### src/rtl/fmac_pkg.sv
package fmac_pkg;
  localparam int unsigned OP_W  = 16;
  localparam int unsigned ACC_W = 40;
  localparam int unsigned N_ACC = 2;

  typedef struct packed {
    logic x_s;
    logic y_s;
    logic frac;
    logic rnd;
    logic sub;
    logic clr;
  } fmac_ctrl_t;
endpackage

### src/rtl/fmac_rst_sync.sv
module fmac_rst_sync #(
  parameter int unsigned STAGES = 2
) (
  input  logic clk,
  input  logic rst_ni,
  output logic rst_no
);
  logic [STAGES-1:0] sync_q;
  logic [STAGES-1:0] sync_d;

  always_comb begin
    sync_d = {sync_q[STAGES-2:0], 1'b1};
  end

  always_ff @(posedge clk or negedge rst_ni) begin
    if (!rst_ni) sync_q <= '0;
    else         sync_q <= sync_d;
  end

  assign rst_no = sync_q[STAGES-1];
endmodule

### src/rtl/fmac_mult.sv
module fmac_mult #(
  parameter int unsigned W  = 16,
  parameter int unsigned AW = 40
) (
  input  logic [W-1:0]  a,
  input  logic [W-1:0]  b,
  input  logic          a_s,
  input  logic          b_s,
  input  logic          frac,
  output logic [AW-1:0] prod
);
  localparam int unsigned PW = 2*W + 2;
  localparam logic [W-1:0]  OP_MIN   = {1'b1, {(W-1){1'b0}}};
  localparam logic [AW-1:0] FRAC_MAX = (AW'(1) << (2*W-1)) - AW'(1);

  logic signed [W:0]    ax, bx;
  logic signed [PW-1:0] p_raw;
  logic [AW-1:0]        p_ext;
  logic                 pin_case;

  always_comb begin
    ax       = {a_s & a[W-1], a};
    bx       = {b_s & b[W-1], b};
    p_raw    = ax * bx;
    p_ext    = {{(AW-PW){p_raw[PW-1]}}, p_raw};
    pin_case = a_s & b_s & (a == OP_MIN) & (b == OP_MIN);
    if (!frac)         prod = p_ext;
    else if (pin_case) prod = FRAC_MAX;
    else               prod = p_ext << 1;
  end
endmodule

### src/rtl/fmac_addrnd.sv
module fmac_addrnd #(
  parameter int unsigned W  = 16,
  parameter int unsigned AW = 40
) (
  input  logic [AW-1:0] base,
  input  logic [AW-1:0] prod,
  input  logic          sub,
  input  logic          rnd,
  output logic [AW-1:0] res
);
  localparam logic [AW-1:0] BIAS = AW'(1) << (W-1);

  logic [AW-1:0] sum;
  logic [AW-1:0] biased;

  always_comb begin
    sum    = sub ? (base - prod) : (base + prod);
    biased = sum + BIAS;
    res    = rnd ? {biased[AW-1:W], {W{1'b0}}} : sum;
  end
endmodule

### src/rtl/fmac_accbank.sv
module fmac_accbank #(
  parameter int unsigned AW = 40,
  parameter int unsigned N  = 2,
  localparam int unsigned SW = (N > 1) ? $clog2(N) : 1
) (
  input  logic                 clk,
  input  logic                 rst_ni,
  input  logic                 we,
  input  logic [SW-1:0]        sel,
  input  logic [AW-1:0]        wdata,
  output logic [AW-1:0]        rdata,
  output logic [N-1:0][AW-1:0] acc
);
  logic [N-1:0][AW-1:0] acc_q, acc_d;
  logic [N-1:0]         en;

  for (genvar i = 0; i < N; i++) begin : g_acc
    always_comb begin
      en[i]    = we && (sel == SW'(i));
      acc_d[i] = en[i] ? wdata : acc_q[i];
    end

    always_ff @(posedge clk or negedge rst_ni) begin
      if (!rst_ni)    acc_q[i] <= '0;
      else if (en[i]) acc_q[i] <= acc_d[i];
    end

    p_hold_unsel_r2_r3: assert property (@(posedge clk) disable iff (!rst_ni)
      !(we && (sel == SW'(i))) |=> $stable(acc_q[i]));
  end

  assign rdata = acc_q[sel];
  assign acc   = acc_q;
endmodule

### src/rtl/fmac_unit.sv
module fmac_unit
  import fmac_pkg::*;
#(
  parameter int unsigned W  = OP_W,
  parameter int unsigned AW = ACC_W
) (
  input  logic          clk,
  input  logic          rst_n,
  input  logic          op_en,
  input  logic [W-1:0]  op_x,
  input  logic [W-1:0]  op_y,
  input  logic          x_signed,
  input  logic          y_signed,
  input  logic          frac_mode,
  input  logic          round_en,
  input  logic          sub_en,
  input  logic          clear_en,
  input  logic          acc_sel,
  output logic [AW-1:0] acc_a,
  output logic [AW-1:0] acc_b
);
  fmac_ctrl_t           ctrl;
  logic                 rst_int_n;
  logic [AW-1:0]        prod, base, rd, wr;
  logic [N_ACC-1:0][AW-1:0] acc_all;

  always_comb begin
    ctrl = '{x_s: x_signed, y_s: y_signed, frac: frac_mode,
             rnd: round_en, sub: sub_en, clr: clear_en};
    base = ctrl.clr ? '0 : rd;
  end

  fmac_rst_sync #(.STAGES(2)) u_rst (
    .clk(clk), .rst_ni(rst_n), .rst_no(rst_int_n)
  );

  fmac_mult #(.W(W), .AW(AW)) u_mult (
    .a(op_x), .b(op_y), .a_s(ctrl.x_s), .b_s(ctrl.y_s),
    .frac(ctrl.frac), .prod(prod)
  );

  fmac_addrnd #(.W(W), .AW(AW)) u_add (
    .base(base), .prod(prod), .sub(ctrl.sub), .rnd(ctrl.rnd), .res(wr)
  );

  fmac_accbank #(.AW(AW), .N(N_ACC)) u_bank (
    .clk(clk), .rst_ni(rst_int_n), .we(op_en), .sel(acc_sel),
    .wdata(wr), .rdata(rd), .acc(acc_all)
  );

  assign acc_a = acc_all[0];
  assign acc_b = acc_all[1];

  p_uu_nonneg_r5: assert property (@(posedge clk) disable iff (!rst_int_n)
    (!x_signed && !y_signed) |-> !prod[AW-1]);

  p_frac_square_r9: assert property (@(posedge clk) disable iff (!rst_int_n)
    (frac_mode && x_signed && y_signed && op_x == op_y) |-> !prod[AW-1]);

  p_clear_load_r7: assert property (@(posedge clk) disable iff (!rst_int_n)
    (op_en && clear_en && !round_en && !sub_en && !acc_sel) |=> acc_a == $past(prod));

  p_round_low_r10: assert property (@(posedge clk) disable iff (!rst_int_n)
    (op_en && round_en && acc_sel) |=> acc_b[W-1:0] == '0);
endmodule

### config.mk
export PLATFORM = sky130hd
export DESIGN_NAME = fmac_unit
export DESIGN_NICKNAME = d
export VERILOG_FILES = /design/src/rtl/fmac_pkg.sv /design/src/rtl/fmac_rst_sync.sv /design/src/rtl/fmac_mult.sv /design/src/rtl/fmac_addrnd.sv /design/src/rtl/fmac_accbank.sv /design/src/rtl/fmac_unit.sv
export SDC_FILE = /design/constraint.sdc
export NUM_CORES = 1
export LEC_CHECK = 0
export ABC_CLOCK_PERIOD_IN_PS = 5300
export BUFFER_PORTS_ARGS = -buffer_cell sky130_fd_sc_hd__buf_2
export CORE_MARGIN = 3
export CORE_UTILIZATION = 60
export CTS_CLUSTER_DIAMETER = 80
export DETAILED_ROUTE_END_ITERATION = 7
export GPL_ROUTABILITY_DRIVEN = 1
export GPL_TIMING_DRIVEN = 0
export PLACE_DENSITY = 0.79
export SETUP_SLACK_MARGIN = 0.02
export SLEW_MARGIN = 40
export SYNTH_ARGS = -nofsm -noshare
export SYNTH_HDL_FRONTEND = slang
export SYNTH_SLANG_ARGS = --single-unit
export TNS_END_PERCENT = 30
### constraint.sdc
create_clock -name clk -period 5.3 [get_ports clk]
set_clock_uncertainty 0.2 [all_clocks]
set_input_delay 1.06 -clock clk [delete_from_list [all_inputs] [get_ports clk]]
set_output_delay 1.06 -clock clk [all_outputs]
set_load 0.005 [all_outputs]
After elaboration in Yosys (flattened, before gate mapping)
Cells that the tools add are included.

word-level totals
  bits in registers = 82
  latch bits = 0
  bits in writable memories = 0
  bits in read-only memories = 0
  input bits = 42
  output and inout bits = 80
  memories kept = 0

operators by class
  add/sub/neg operators = 3
  $mul = 1
  divide/modulo/power cells = 0
  magnitude comparators = 1
  eq/ne operators = 2
  shift-type cells = 0
  multiplexer cells = 7
  bitwise operators = 6
  reduce and logical (&&, ||, !) cells = 2

operator list
  operator                  number
  $mux W40                  7
  $add A40 B16 Y40 const B  1
  $add A40 B40 Y40          1
  $sub A40 B40 Y40          1
  $mul A17 B17 Y34          1
  $eq A16 B16 Y1 const B    2
  $and A1 B1 Y1             5
  $logic_and A1 B1 Y1       2
  $lt A1 B2 Y1 const B      1
  $not A1 Y1                1

Depth between registers and ports, before layout
  word-level depth = 9
  depth in mapped cells = 44

By module
Synthesis repeated with hierarchy kept, for this count alone.

second synthesis, totals
  cells, all modules = 2139
  area, all modules = 19404.9 um^2

modules (own cells, without submodules)
  module         times used  cells an instance  area each (um^2)  seq. area each (um^2)
  fmac_mult      1           1282               11453.5           0.0
  fmac_addrnd    1           595                4051.4            0.0
  fmac_accbank   1           215                3490.8            2001.9
  fmac_unit      1           44                 355.3             0.0
  fmac_rst_sync  1           3                  53.8              50.0

Least setup slack after synthesis
OpenSTA, ideal clock, no wires.

  path kind = input -> register
  start = input port op_x[10]
  end = register u_bank.acc_q (netlist bit u_bank.acc[79])
  library setup time = 0.127 ns
  arrival time = 10.099 ns
  setup slack = -5.126 ns
  cell stages on the path = 40
  path buffers = 4
  cells stage by stage = clkbuf_1 clkbuf_1 nand2_1 fa_1 fa_1 fa_1 fa_1 inv_1 fa_1 inv_1 fa_1 inv_1 ha_1 buf_4 a21o_1 a21o_1 a21o_1 or3_1 (+4 left out) and3_1 a21o_1 a21oi_1 xnor2_1 ha_1 a21oi_1 o21ai_0 a21o_1 a221o_1 a21oi_1 and3_1 clkbuf_1 o21ai_0 a21o_1 a21oi_1 xnor3_1 xnor2_1 o21ai_1

on the way
  cells in the longest elaborated chain, start to end = 9
  elaborated cells on any way between the ends = 11

RTL lines
  element                                                      RTL line            text
  start, declared                                              fmac_unit.sv:10     input logic [W-1:0] op_x,
  branches (longest 4 deep; another with $mul A17 B17 Y34)     n/a
  $mux W40 (*)                                                 fmac_mult.sv:27     if (!frac) prod = p_ext;
  $add A40 B40 Y40 / $sub A40 B40 Y40 (equally long branches)  fmac_addrnd.sv:17   sum = sub ? (base - prod) : (base + prod);
  $mux W40 (*)                                                 fmac_addrnd.sv:17
  $add A40 B16 Y40                                             fmac_addrnd.sv:18   biased = sum + BIAS;
  $mux W40 (*)                                                 fmac_addrnd.sv:19   res = rnd ? {biased[AW-1:W], {W{1'b0}}} : sum;
  end signal, assigned by index                                fmac_accbank.sv:25  else if (en[i]) acc_q[i] <= acc_d[i];
  end, declared                                                fmac_accbank.sv:14  logic [N-1:0][AW-1:0] acc_q, acc_d;

Mark *: on every way between the ends.
A chain may end at the register's enable or synchronous reset.

Worst setup path after layout
  start = input port op_y[3]
  end = register u_bank.acc_q (netlist bit u_bank.acc[39])

on the way
  cells in the longest elaborated chain, start to end = 8
  elaborated cells on any way between the ends = 10

RTL lines
  element                                                      RTL line           text
  start, declared                                              fmac_unit.sv:11    input logic [W-1:0] op_y,
  branches (longest 3 deep; another with $mul A17 B17 Y34)     n/a
  $mux W40 (*)                                                 fmac_mult.sv:27
  $add A40 B40 Y40 / $sub A40 B40 Y40 (equally long branches)  fmac_addrnd.sv:17
  $mux W40 (*)                                                 fmac_addrnd.sv:17
  $add A40 B16 Y40                                             fmac_addrnd.sv:18
  $mux W40 (*)                                                 fmac_addrnd.sv:19

Marks and branches as above.

==> impl_metrics.toml <==
[finish]
drive_gt1_frac = 0.276
nets = 3090
diodes = 0
instances_no_fill = 3064
area_delta_synth_final_pct = 29.0

[synth]
synth_cell_type_count = 98
seq_area_frac_synth = 0.105
yosysMostFrequentCell = "inv_1"
synthFlopType = "dfrtp_1"
yosysWarnings = 0
async_flop_share = 1.00
synth_common_cells = "328 x inv_1, 305 x nand2_1, 297 x fa_1, 145 x nor2_1, 139 x o21ai_0"
synth_top_area_frac = 0.305
synthTopCellsByArea = "fa_1 31%, dfrtp_1 11%, ha_1 8.1%"
synth_cells = 2332
syn-num-nets = 2797
syn_area_mm2 = 0.0195
synth_seq_cells = 82
syn_area_per_cell_um2 = 8.36
synth_top_area_cell = "fa_1"
synth_edf_count = 0

[critical_path]
end_kind = "flip-flop"
critPathMostFrequentCell = "fa_1"
worstPathArrival_ps = 10190
worstPathRequired_ps = 5320
critical_path_class = "in2reg"
critical-path-slowest-cell = "fa_2"
slowest_delay_ps = 590
worst_setup_path_start_kind = "input port"
crit_fanout = 7

[routing]
drtAntennaViolNets = 0
wirelength_um = 65800
route.detailed.drc = 0
drt_iter0_markers = 2330
vias = 18900
drtPass1Iterations = 6
viasPerCell = 6.18
detail_route.wl_per_cell_um = 21.5

[clocking]
clock_latency_ps = 340
root_buffer = "clkbuf_16"
clock-sinks = 82
cts_hold_buf = 0
path_clk_slew_ps = 60
clockBufferDepth = 2
htree_levels = 3
cts_buffers = 9
cts_tree = "done"

[timing]
final.period_utilization = 1.92
slew_headroom = 0.396
hold_viol = 0
layout_setup_ws_ps = -4870
tightestPinTransition_ps = 903
setup_violations = 72
final.min_clock_period_ps = 10170
fmax_mhz = 98.4
finalMaxSlewViolations = 0
rsz0062_at_grt = "true"

[placed_design]
globalplace.congestion = 0.964
io_buffers = 106
placed_cells = 2874
dp_hpwl_um = 46300

[grt]
grt_overflow = 0
antenna_found_initial = 0
grt_pass1_wl_um = 97100
grt_pass1_vias = 19000
grt.total_usage = 0.357
grt_max_degree = 43

[floorplanning]
pin_count = 122
die_y_um = 186
std_cell_rows = 65
start_util = 0.613
coreArea_mm2 = 0.0318
die_area_mm2 = 0.0347
dieWidth_um = 186

[run]
maxCapViolCount = 0

[status]
failed_checks = "setup timing"
status = "finished, violations left"

[hold_path]
hp-class = "reg2async"
==> cell families after synthesis <==
kind of cell / share of synthesized area
AND/OR/NAND/NOR: 0.193
buffers and inverters: 0.0933
adder cells (fa/ha/maj): 0.386
AO/OA/AOI/OAI: 0.138
XOR/XNOR: 0.0546
flip-flops: 0.105
multiplexers: 0.0305
other: 0.000192
==> through the flow <==
step	hold WS, ps	TNS (ps)	setup WS (ps)	area [um^2]	util
after detailed placement	125	-336170	-6170	21100	0.662
after global routing	152	-266220	-5160	25100	0.791
after global placement	138	-329410	-6030	21000	0.661
after CTS	131	-234710	-4580	23900	0.750
final	117	-246740	-4870	25100	0.791
after floorplan	131	-220500	-4460	20000	-
==> critical path: cells and delay by family <==
| family | cells | cell delay (ps) |
|---|---|---|
| buffers and inverters | 11 | 1220 |
| adders and majority gates | 8 | 3480 |
| muxes | 1 | 310 |
| xor gates and xnor gates | 2 | 310 |
| AOI/OAI and AO/OA | 10 | 1890 |
| and+or+nand+nor | 10 | 1890 |
==> final cells by class <==
class	count	area [um^2]
multi-input cells	1799	17500
fillers	2023	6650
repair buffers	289	2110
flip-flops and latches	82	2060
plain buffers	115	1420
inverters	329	1230
well taps	435	544
clock buffers	13	270
clock inverters	2	35.0
==> per-layer routing <==
| metal | global-route usage | wire length (um) | up-vias |
|---|---|---|---|
| met5 | 0 | 0 | - |
| met3 | 0.0764 | 6780 | 259 |
| met2 | 0.574 | 31100 | 1113 |
| li1 | - | - | 8194 |
| met4 | 0.130 | 2940 | 0 |
| met1 | 0.482 | 25000 | 9372 |
==> state kept, by name, indices dropped and copies added, names as in the netlist <==
signal / cells
u_rst.sync_q: 2
u_bank.acc: 80
==> path summary, 6_finish.rpt <==
kind                                  from               to  slack [ps]  depth (start not counted)
min in group clk           u_rst.sync_q[0]  u_rst.sync_q[1]         160                          0
max                                op_y[3]   u_bank.acc[39]       -4870                         42
min reg2reg                u_rst.sync_q[1]    u_bank.acc[9]         120                          0
max reg2reg                  u_bank.acc[0]   u_bank.acc[39]         530                         18
min                        u_rst.sync_q[1]    u_bank.acc[9]         120                          0
max in group asynchronous  u_rst.sync_q[1]   u_bank.acc[34]        4160                          1
==> timing repair <==
action,4_1_cts,5_1_grt
pin swaps,117,130
gates cloned,0,2
resized for setup,366,183
endpoints found under the setup margin,74,74
buffers inserted,116,67
==> placed cells by master (no fill, tap or decap), drive strengths merged, types with 9 or more instances in the layout <==
master    n
o22ai    19
and2    131
inv     329
clkbuf   95
o21ai   147
o21a     15
mux2i    50
nand2   306
nand4    18
a31oi    15
a211oi   21
nand2b   16
ha      126
and3     17
or2      15
xor2     49
nor4     19
or3       9
o31ai    13
a21o     33
a21oi    93
buf     319
fa      297
nand3    25
nor3     32
nor2    146
xnor2    69
o211ai   12
dfrtp    82
Power is left out: the tool's default activity adds up to more than one toggle a clock period on the data nets, which glitch-free logic cannot reach.
